File: src/rtl/rtc_cal_pkg.sv
`timescale 1ns/1ps
package rtc_cal_pkg;

    localparam int REG_W  = 16;
    localparam int ADDR_W = 4;
    localparam int NUM_TF = 3;   // seconds, minutes, hours

    localparam logic [ADDR_W-1:0] A_SUB  = 4'd0;
    localparam logic [ADDR_W-1:0] A_SEC  = 4'd1;
    localparam logic [ADDR_W-1:0] A_MIN  = 4'd2;
    localparam logic [ADDR_W-1:0] A_HR   = 4'd3;
    localparam logic [ADDR_W-1:0] A_WK   = 4'd4;
    localparam logic [ADDR_W-1:0] A_DAY  = 4'd5;
    localparam logic [ADDR_W-1:0] A_MON  = 4'd6;
    localparam logic [ADDR_W-1:0] A_YR   = 4'd7;
    localparam logic [ADDR_W-1:0] A_CTL1 = 4'd14;
    localparam logic [ADDR_W-1:0] A_CTL2 = 4'd15;

    localparam int CF_BIT    = 7;
    localparam int CIE_BIT   = 4;
    localparam int EN_BIT    = 3;
    localparam int RST_BIT   = 1;
    localparam int START_BIT = 0;

    localparam logic [7:0] TF_MAX [NUM_TF] = '{8'h59, 8'h59, 8'h23};

    typedef enum logic [1:0] {
        ST_HALT = 2'd0,
        ST_RUN  = 2'd1,
        ST_HOLD = 2'd2
    } run_state_t;

    function automatic logic [7:0] bcd8_inc(input logic [7:0] v);
        logic [7:0] r;
        logic       c;
        r = v;
        c = 1'b1;
        for (int i = 0; i < 2; i++) begin
            if (c) begin
                if (r[i*4 +: 4] >= 4'd9) r[i*4 +: 4] = 4'd0;
                else begin
                    r[i*4 +: 4] = r[i*4 +: 4] + 4'd1;
                    c = 1'b0;
                end
            end
        end
        return r;
    endfunction

    function automatic logic [15:0] bcd16_inc(input logic [15:0] v);
        logic [15:0] r;
        logic        c;
        r = v;
        c = 1'b1;
        for (int i = 0; i < 4; i++) begin
            if (c) begin
                if (r[i*4 +: 4] >= 4'd9) r[i*4 +: 4] = 4'd0;
                else begin
                    r[i*4 +: 4] = r[i*4 +: 4] + 4'd1;
                    c = 1'b0;
                end
            end
        end
        return r;
    endfunction

    function automatic logic is_leap(input logic [15:0] y);
        logic [6:0] yy;
        logic [6:0] cc;
        yy = 7'(y[7:4]) * 7'd10 + 7'(y[3:0]);
        cc = 7'(y[15:12]) * 7'd10 + 7'(y[11:8]);
        return (yy[1:0] == 2'd0) && ((yy != 7'd0) || (cc[1:0] == 2'd0));
    endfunction

    function automatic logic [7:0] month_len(input logic [7:0] mon, input logic [15:0] y);
        logic [7:0] r;
        case (mon)
            8'h02:                      r = is_leap(y) ? 8'h29 : 8'h28;
            8'h04, 8'h06, 8'h09, 8'h11: r = 8'h30;
            default:                    r = 8'h31;
        endcase
        return r;
    endfunction

endpackage

File: src/rtl/rtc_subsec_count.sv
`timescale 1ns/1ps
module rtc_subsec_count #(
    parameter int W = 7
) (
    input  logic         clk,
    input  logic         rst_n,
    input  logic         clr,
    input  logic         load,
    input  logic [W-1:0] load_val,
    input  logic         inc,
    output logic [W-1:0] count,
    output logic         carry
);
    // clear dominates load, load dominates increment
    assign carry = inc && !load && !clr && (&count);

    always_ff @(posedge clk or negedge rst_n) begin
        if (!rst_n)     count <= '0;
        else if (clr)   count <= '0;
        else if (load)  count <= load_val;
        else if (inc)   count <= count + W'(1);
    end
endmodule

File: src/rtl/rtc_bcd_field.sv
`timescale 1ns/1ps
module rtc_bcd_field
    import rtc_cal_pkg::*;
#(
    parameter logic [7:0] RST_VAL = 8'h00,
    parameter logic [7:0] MIN_VAL = 8'h00,
    parameter logic [7:0] MAX_VAL = 8'h59
) (
    input  logic       clk,
    input  logic       rst_n,
    input  logic       inc,
    input  logic       load,
    input  logic [7:0] load_val,
    output logic [7:0] value,
    output logic       wrap
);
    logic at_max;
    assign at_max = (value >= MAX_VAL);
    assign wrap   = inc && !load && at_max;

    always_ff @(posedge clk or negedge rst_n) begin
        if (!rst_n)    value <= RST_VAL;
        else if (load) value <= load_val;
        else if (inc)  value <= at_max ? MIN_VAL : bcd8_inc(value);
    end
endmodule

File: src/rtl/rtc_date_chain.sv
`timescale 1ns/1ps
module rtc_date_chain
    import rtc_cal_pkg::*;
#(
    parameter logic [15:0] RST_YEAR = 16'h2000
) (
    input  logic        clk,
    input  logic        rst_n,
    input  logic        inc_day,
    input  logic        ld_day,
    input  logic        ld_mon,
    input  logic        ld_yr,
    input  logic [15:0] wr_data,
    output logic [7:0]  day_q,
    output logic [7:0]  mon_q,
    output logic [15:0] yr_q
);
    logic [7:0] last_day;
    logic       day_wrap;
    logic       mon_wrap;

    assign last_day = month_len(mon_q, yr_q);
    assign day_wrap = inc_day && !ld_day && (day_q >= last_day);
    assign mon_wrap = day_wrap && !ld_mon && (mon_q >= 8'h12);

    always_ff @(posedge clk or negedge rst_n) begin
        if (!rst_n) begin
            day_q <= 8'h01;
            mon_q <= 8'h01;
            yr_q  <= RST_YEAR;
        end else begin
            if (ld_day)       day_q <= wr_data[7:0];
            else if (inc_day) day_q <= day_wrap ? 8'h01 : bcd8_inc(day_q);

            if (ld_mon)        mon_q <= wr_data[7:0];
            else if (day_wrap) mon_q <= (mon_q >= 8'h12) ? 8'h01 : bcd8_inc(mon_q);

            if (ld_yr)         yr_q <= wr_data;
            else if (mon_wrap) yr_q <= bcd16_inc(yr_q);
        end
    end
endmodule

File: src/rtl/rtc_bcd_calendar.sv
`timescale 1ns/1ps
module rtc_bcd_calendar
    import rtc_cal_pkg::*;
#(
    parameter int          SUB_W    = 7,
    parameter logic [15:0] RST_YEAR = 16'h2000
) (
    input  logic              clk,
    input  logic              rst_n,
    input  logic              tick_en,
    input  logic              wr_en,
    input  logic [ADDR_W-1:0] addr,
    input  logic [REG_W-1:0]  wr_data,
    output logic [REG_W-1:0]  rd_data,
    output logic              carry_irq
);
    run_state_t state_q, state_d;
    logic run, hold;
    logic wr_ctl1, wr_ctl2, ctl_reset, ctl_start;

    assign wr_ctl1   = wr_en && (addr == A_CTL1);
    assign wr_ctl2   = wr_en && (addr == A_CTL2);
    assign ctl_reset = wr_data[RST_BIT];
    assign ctl_start = wr_data[START_BIT];

    // state register
    always_ff @(posedge clk or negedge rst_n) begin
        if (!rst_n) state_q <= ST_HALT;
        else        state_q <= state_d;
    end

    // transitions
    always_comb begin
        state_d = state_q;
        unique case (state_q)
            ST_HALT: begin
                if (wr_ctl2 && ctl_reset)      state_d = ST_HOLD;
                else if (wr_ctl2 && ctl_start) state_d = ST_RUN;
            end
            ST_RUN: begin
                if (wr_ctl2 && ctl_reset)       state_d = ST_HOLD;
                else if (wr_ctl2 && !ctl_start) state_d = ST_HALT;
            end
            ST_HOLD: begin
                if (wr_ctl2 && !ctl_reset) state_d = ctl_start ? ST_RUN : ST_HALT;
            end
            default: state_d = ST_HALT;
        endcase
    end

    // state outputs
    always_comb begin
        run  = 1'b0;
        hold = 1'b0;
        unique case (state_q)
            ST_RUN:  run  = 1'b1;
            ST_HOLD: hold = 1'b1;
            default: ;
        endcase
    end

    // sub-second prescaler
    logic [SUB_W-1:0] sub_q;
    logic             one_sec;

    rtc_subsec_count #(.W(SUB_W)) u_sub (
        .clk      (clk),
        .rst_n    (rst_n),
        .clr      (hold || (wr_ctl2 && ctl_reset)),
        .load     (wr_en && (addr == A_SUB)),
        .load_val (wr_data[SUB_W-1:0]),
        .inc      (run && tick_en),
        .count    (sub_q),
        .carry    (one_sec)
    );

    // seconds, minutes, hours
    logic [NUM_TF-1:0][7:0] tf_q;
    logic [NUM_TF-1:0]      tf_inc;
    logic [NUM_TF-1:0]      tf_wrap;

    for (genvar g = 0; g < NUM_TF; g++) begin : g_time
        if (g == 0) begin : g_first
            assign tf_inc[g] = one_sec;
        end else begin : g_next
            assign tf_inc[g] = tf_wrap[g-1];
        end
        rtc_bcd_field #(.RST_VAL(8'h00), .MIN_VAL(8'h00), .MAX_VAL(TF_MAX[g])) u_field (
            .clk      (clk),
            .rst_n    (rst_n),
            .inc      (tf_inc[g]),
            .load     (wr_en && (addr == ADDR_W'(A_SEC + ADDR_W'(g)))),
            .load_val (wr_data[7:0]),
            .value    (tf_q[g]),
            .wrap     (tf_wrap[g])
        );
    end

    logic       day_change;
    logic [7:0] wk_q;
    logic       wk_wrap;
    assign day_change = tf_wrap[NUM_TF-1];

    rtc_bcd_field #(.RST_VAL(8'h00), .MIN_VAL(8'h00), .MAX_VAL(8'h06)) u_wday (
        .clk      (clk),
        .rst_n    (rst_n),
        .inc      (day_change),
        .load     (wr_en && (addr == A_WK)),
        .load_val (wr_data[7:0]),
        .value    (wk_q),
        .wrap     (wk_wrap)
    );

    logic [7:0]  day_q, mon_q;
    logic [15:0] yr_q;

    rtc_date_chain #(.RST_YEAR(RST_YEAR)) u_date (
        .clk     (clk),
        .rst_n   (rst_n),
        .inc_day (day_change),
        .ld_day  (wr_en && (addr == A_DAY)),
        .ld_mon  (wr_en && (addr == A_MON)),
        .ld_yr   (wr_en && (addr == A_YR)),
        .wr_data (wr_data),
        .day_q   (day_q),
        .mon_q   (mon_q),
        .yr_q    (yr_q)
    );

    // control word 1 and enable bit of control word 2
    logic cf_q, cie_q, en_q;

    always_ff @(posedge clk or negedge rst_n) begin
        if (!rst_n) begin
            cf_q  <= 1'b0;
            cie_q <= 1'b0;
            en_q  <= 1'b0;
        end else begin
            if (wr_ctl2) en_q  <= wr_data[EN_BIT];
            if (wr_ctl1) cie_q <= wr_data[CIE_BIT];
            if (one_sec)                          cf_q <= 1'b1;
            else if (wr_ctl1 && !wr_data[CF_BIT]) cf_q <= 1'b0;
        end
    end

    assign carry_irq = cf_q && cie_q;

    // read mux
    always_comb begin
        rd_data = '0;
        case (addr)
            A_SUB:  rd_data = REG_W'(sub_q);
            A_SEC:  rd_data = REG_W'(tf_q[0]);
            A_MIN:  rd_data = REG_W'(tf_q[1]);
            A_HR:   rd_data = REG_W'(tf_q[2]);
            A_WK:   rd_data = REG_W'(wk_q);
            A_DAY:  rd_data = REG_W'(day_q);
            A_MON:  rd_data = REG_W'(mon_q);
            A_YR:   rd_data = yr_q;
            A_CTL1: rd_data = REG_W'({cf_q, 2'b00, cie_q, 4'b0000});
            A_CTL2: rd_data = REG_W'({en_q, 1'b0, hold, run});
            default: rd_data = '0;
        endcase
    end

    logic unused_ok;
    assign unused_ok = wk_wrap;
endmodule

File: config.mk
export PLATFORM = sky130hd
export DESIGN_NAME = rtc_bcd_calendar
export DESIGN_NICKNAME = d
export VERILOG_FILES = /design/src/rtl/rtc_cal_pkg.sv /design/src/rtl/rtc_subsec_count.sv /design/src/rtl/rtc_bcd_field.sv /design/src/rtl/rtc_date_chain.sv /design/src/rtl/rtc_bcd_calendar.sv
export SDC_FILE = /design/constraint.sdc
export NUM_CORES = 1
export LEC_CHECK = 0
export ABC_AREA = 1
export ABC_CLOCK_PERIOD_IN_PS = 4500
export BUFFER_PORTS_ARGS = -buffer_cell sky130_fd_sc_hd__buf_2
export CAP_MARGIN = 20
export CORE_MARGIN = 4
export CORE_UTILIZATION = 54
export CTS_BUF_LIST = sky130_fd_sc_hd__clkbuf_2
export DETAILED_ROUTE_END_ITERATION = 6
export PLACE_DENSITY_LB_ADDON = 0.05
export RECOVER_POWER = 100
export SYNTH_ARGS = -nofsm -noshare
export SYNTH_HDL_FRONTEND = slang
export SYNTH_SLANG_ARGS = --single-unit
File: constraint.sdc
create_clock -name clk -period 4.5 [get_ports clk]
set_input_delay 0.225 -clock clk [delete_from_list [all_inputs] [get_ports clk]]
set_output_delay 0.225 -clock clk [all_outputs]
set_load 0.05 [all_outputs]
==> impl_metrics.yaml <==
cts:
  post_cts.resized_instances: 0
  clock_insertion_delay_worst_skew_ns: 0.61
  cts_htree_levels: 3
  cts.sink_count: 76
  clock_tree_from_tritoncts: "built"
  library_cell_used_as_clock_root_buffer: "sky130_fd_sc_hd__clkbuf_2"
  ctsLongestPathBuffers: 2
  cts.reportedPaths.clkPinSlew_ns: 0.22
  tritoncts.num_buffers: 9
status:
  violated_checks: "capacitance limit, slew limit"
  outcome: "finished with violations"
floorplan:
  dieWidth_um: 113
  fp.dieArea_um2: 12800
  start_util: 0.551
  io_pins: 41
  core-area_um2: 10800
  row_count: 38
  die-height_um: 113
routing:
  drt_drc_violations_left: 0
  detailed_route_via_count: 5941
  finalWirelength_mm: 17.7
  drt-wirelength-per-cell_um: 17.7
  drt-vias-per-instance: 5.94
  number_of_iterations_in_the_first_detailed_routing_pass: 5
  ant_nets: 0
  initialDrtViolationCount: 703
logic_synthesis:
  yosys_most_used_dff: "sky130_fd_sc_hd__dfrtp_1"
  synth_most_common_cell: "sky130_fd_sc_hd__nand2_1"
  asyncSetResetFlopFracSynth: 1.00
  avgSynthCellArea_um2: 7.49
  synth-warning-count: 0
  synth_sequential_area_ratio: 0.320
  synth_top_cell_by_area: "sky130_fd_sc_hd__dfrtp_1"
  synth_largest_type_area_fraction: 0.307
  syn-cell-area_um2: 5950
  leading_cell_types_by_total_area_after_synthesis: "sky130_fd_sc_hd__dfrtp_1 (31%), sky130_fd_sc_hd__ha_1 (13%), sky130_fd_sc_hd__nand2_1 (10%), sky130_fd_sc_hd__inv_1 (7.4%), sky130_fd_sc_hd__o21ai_0 (5.6%)"
  synth_commonest_cells: "sky130_fd_sc_hd__nand2_1 (164), sky130_fd_sc_hd__inv_1 (118), sky130_fd_sc_hd__dfrtp_1 (73)"
  syn_inst: 795
  post_synthesis_net_count: 882
  yosys_register_bits: 76
  synth_cell_type_count: 43
  number_of_enable_flip_flop_cells_after_synthesis: 0
sta:
  timing.final.hold_violations: 0
  setup_tns_final_ns: 0
  timing.fmax_ghz: 0.259
  max_slew.worst_pin.slew_ns: 1.93
  period_minus_ws_final_ns: 3.86
  final_min_period_over_clock_period: 0.858
  finalMaxSlewViolations: 77
  maxSlewHeadroom: -0.289
  rsz0062_at_grt: "false"
  skew_ns: 0.0326
  final-setup-viol-count: 0
  timing.final.ws_setup_ns: 0.640
setup_path:
  crit_slowest_cell: "sky130_fd_sc_hd__nand2_1"
  timing.critical_path.buf_inv: 1
  timing.setup.critical_path_class: "flop to flop"
  setup.worst_path.end_class: "flop"
  crit_top_cell: "sky130_fd_sc_hd__nand2_1"
  worst-path-max-fanout: 22
  timing.critical_path.required_ns: 5.01
  crit_path_start_kind: "flop"
  crit_path_max_incr_delay_ns: 0.56
  timing.critical_path.cells: "ha_1 -> ha_1 -> inv_1 -> fa_1 -> xor2_1 -> o31ai_1 -> nand3_1 -> o21ai_0 -> o22ai_1 -> ha_1 -> nand2_1 -> nand2_1 -> nand2_1 -> a21oi_1 -> nand2_1 -> nand4_1 -> nand2_1 -> nand2_1 -> nand2_1 -> nand2_1"
  cp_top_family: "simple AND/OR/NAND/NOR gates"
  timing.critical_path.depth: 20
  worst_ep_arrival_time_ns: 4.37
  r2r_worst_path_depth: 20
power_and_ir_drop:
  power.density_nw_per_um2: 437
  vdd_ir_drop_max_mv: 0.280
  p_leak_nw: 3.19
grt:
  grt_start_max_net_pins: 77
  grt_remaining_overflow: 0
  grt_usage: 0.283
  first_global_vias: 5581
  grt_first_pass_wirelength_mm: 28.4
  grt_antenna_before_repair: 0
place:
  finalWeightedCongestion: 0.972
  buffer_ports.inserted: 40
  post-dp-hpwl_mm: 13.2
  detailedPlace.worstSlack_ns: 0.967
finish:
  num-nets-final: 943
  area.growth.synth_to_final_pct: 8.85
  layout-drive-gt1-share: 0.0720
  num-fill-cells: 1005
  num_antenna_cells: 0
run:
  cap_violations: 1
worst_hold_path:
  min_delay_path_depth: 3
  timing.hold.worst.class: "input pin to flop"
where the power goes:
group	internal (mW)	leakage (nW)	switching [mW]
logic	0.485	2.16	0.825
registers	0.880	0.962	0.256
clock network	0.125	0.0668	0.257
total	1.49	3.19	1.34
per-stage QoR:
stage / cells / hold slack, ns / power [mW] / cell area [um2] / util
6_report: 1001 / 0.0322 / 2.83 / 6480 / 0.600
2_1_floorplan: 795 / -0.0706 / 2.05 / 5950 / -
5_1_grt: 1001 / 0.0171 / 3.08 / 6480 / 0.600
3_5_place_dp: 969 / 0.452 / 2.43 / 6300 / 0.584
4_1_cts: 1001 / 0.00281 / 2.83 / 6570 / 0.608
3_3_place_gp: 969 / 0.445 / 2.38 / 6300 / 0.584
layout make-up:
| type | instances | area, um2 | area share |
|---|---|---|---|
| timing repair buffer | 57 | 343 | 0.0529 |
| inverter | 126 | 473 | 0.0730 |
| multi-input combinational | 586 | 3480 | 0.537 |
| clock inverter | 6 | 55.1 | 0.00850 |
| tap | 140 | 175 | 0.0270 |
| clock buffer | 10 | 50.0 | 0.00772 |
| sequential | 76 | 1910 | 0.294 |
sequential cells by signal, indices dropped and copies added (netlist names), 2 cells and up:
register	count
g_time.u_field.value	24
u_sub.count	7
u_date.yr_q	16
u_date.day_q	8
u_wday.value	8
u_date.mon_q	8
state_q	2
path summary, 6_finish.rpt:
kind                            startpoint              end  slack, ns
setup / recovery            u_date.yr_q[7]   u_date.yr_q[5]       0.64
hold / removal                  wr_data[1]       state_q[1]       0.03
setup reg to reg            u_date.yr_q[7]   u_date.yr_q[5]       0.64
hold reg to reg            u_date.yr_q[13]  u_date.yr_q[13]       0.52
max in group asynchronous            rst_n  u_date.day_q[4]       2.68
min in group asynchronous            rst_n             en_q       0.66
worst min-delay path: stages:
cell and delay, ns:
sky130_fd_sc_hd__buf_2 0.17, sky130_fd_sc_hd__nand3_2 0.13, sky130_fd_sc_hd__o21ai_0 0.10
logic make-up (layout without fill, tap and decap cells):
family                     count (synthesis)  after routing  synth area share
xor gates and xnor gates                  26             26            0.0383
and+or+nand+nor                          318            318             0.237
AOI/OAI and AO/OA                        179            179             0.184
DFF                                       76             76             0.320
adders and majority gates                 63             63             0.135
buffers and inverters                    133            199            0.0858
layer usage:
metal | part of all wire | global-route usage | vias up
li1 | - | - | 2802
met3 | 0.088 | 0.0444 | 61
met4 | 0.044 | 0.147 | 0
met1 | 0.42 | 0.382 | 2765
met2 | 0.45 | 0.440 | 313
met5 | 0 | 0 | -
cells in the final DEF, fill, tap and decap left out, types with 4 or more instances in the layout:
cell | netlist | layout
sky130_fd_sc_hd__nor3_1 | 9 | 9
sky130_fd_sc_hd__nor2_1 | 54 | 57
sky130_fd_sc_hd__a21oi_1 | 14 | 14
sky130_fd_sc_hd__xor2_1 | 17 | 17
sky130_fd_sc_hd__buf_2 | 0 | 19
sky130_fd_sc_hd__a31oi_1 | 5 | 5
sky130_fd_sc_hd__nor2_2 | 8 | 6
sky130_fd_sc_hd__o221ai_1 | 14 | 14
sky130_fd_sc_hd__inv_1 | 118 | 119
sky130_fd_sc_hd__o21ai_0 | 67 | 73
sky130_fd_sc_hd__ha_1 | 61 | 61
sky130_fd_sc_hd__a221oi_1 | 7 | 7
sky130_fd_sc_hd__xnor2_1 | 9 | 9
sky130_fd_sc_hd__inv_2 | 7 | 6
sky130_fd_sc_hd__dlygate4sd3_1 | 0 | 16
sky130_fd_sc_hd__o22ai_1 | 43 | 43
sky130_fd_sc_hd__clkbuf_1 | 5 | 20
sky130_fd_sc_hd__o211ai_1 | 4 | 4
sky130_fd_sc_hd__nand3_1 | 55 | 56
sky130_fd_sc_hd__clkbuf_2 | 0 | 11
sky130_fd_sc_hd__nand2_1 | 164 | 172
sky130_fd_sc_hd__dfrtp_1 | 73 | 73
sky130_fd_sc_hd__o2111ai_1 | 4 | 4
sky130_fd_sc_hd__nand4_1 | 4 | 6
timing repair:
item / 4_1_cts / 5_1_grt
setup buffers: 0 / 0
endpoints found under the hold margin: 92 / 0
hold buffers: 16 / 0
endpoints found under the setup margin: 0 / 0
(Power assumes the default switching activity.)
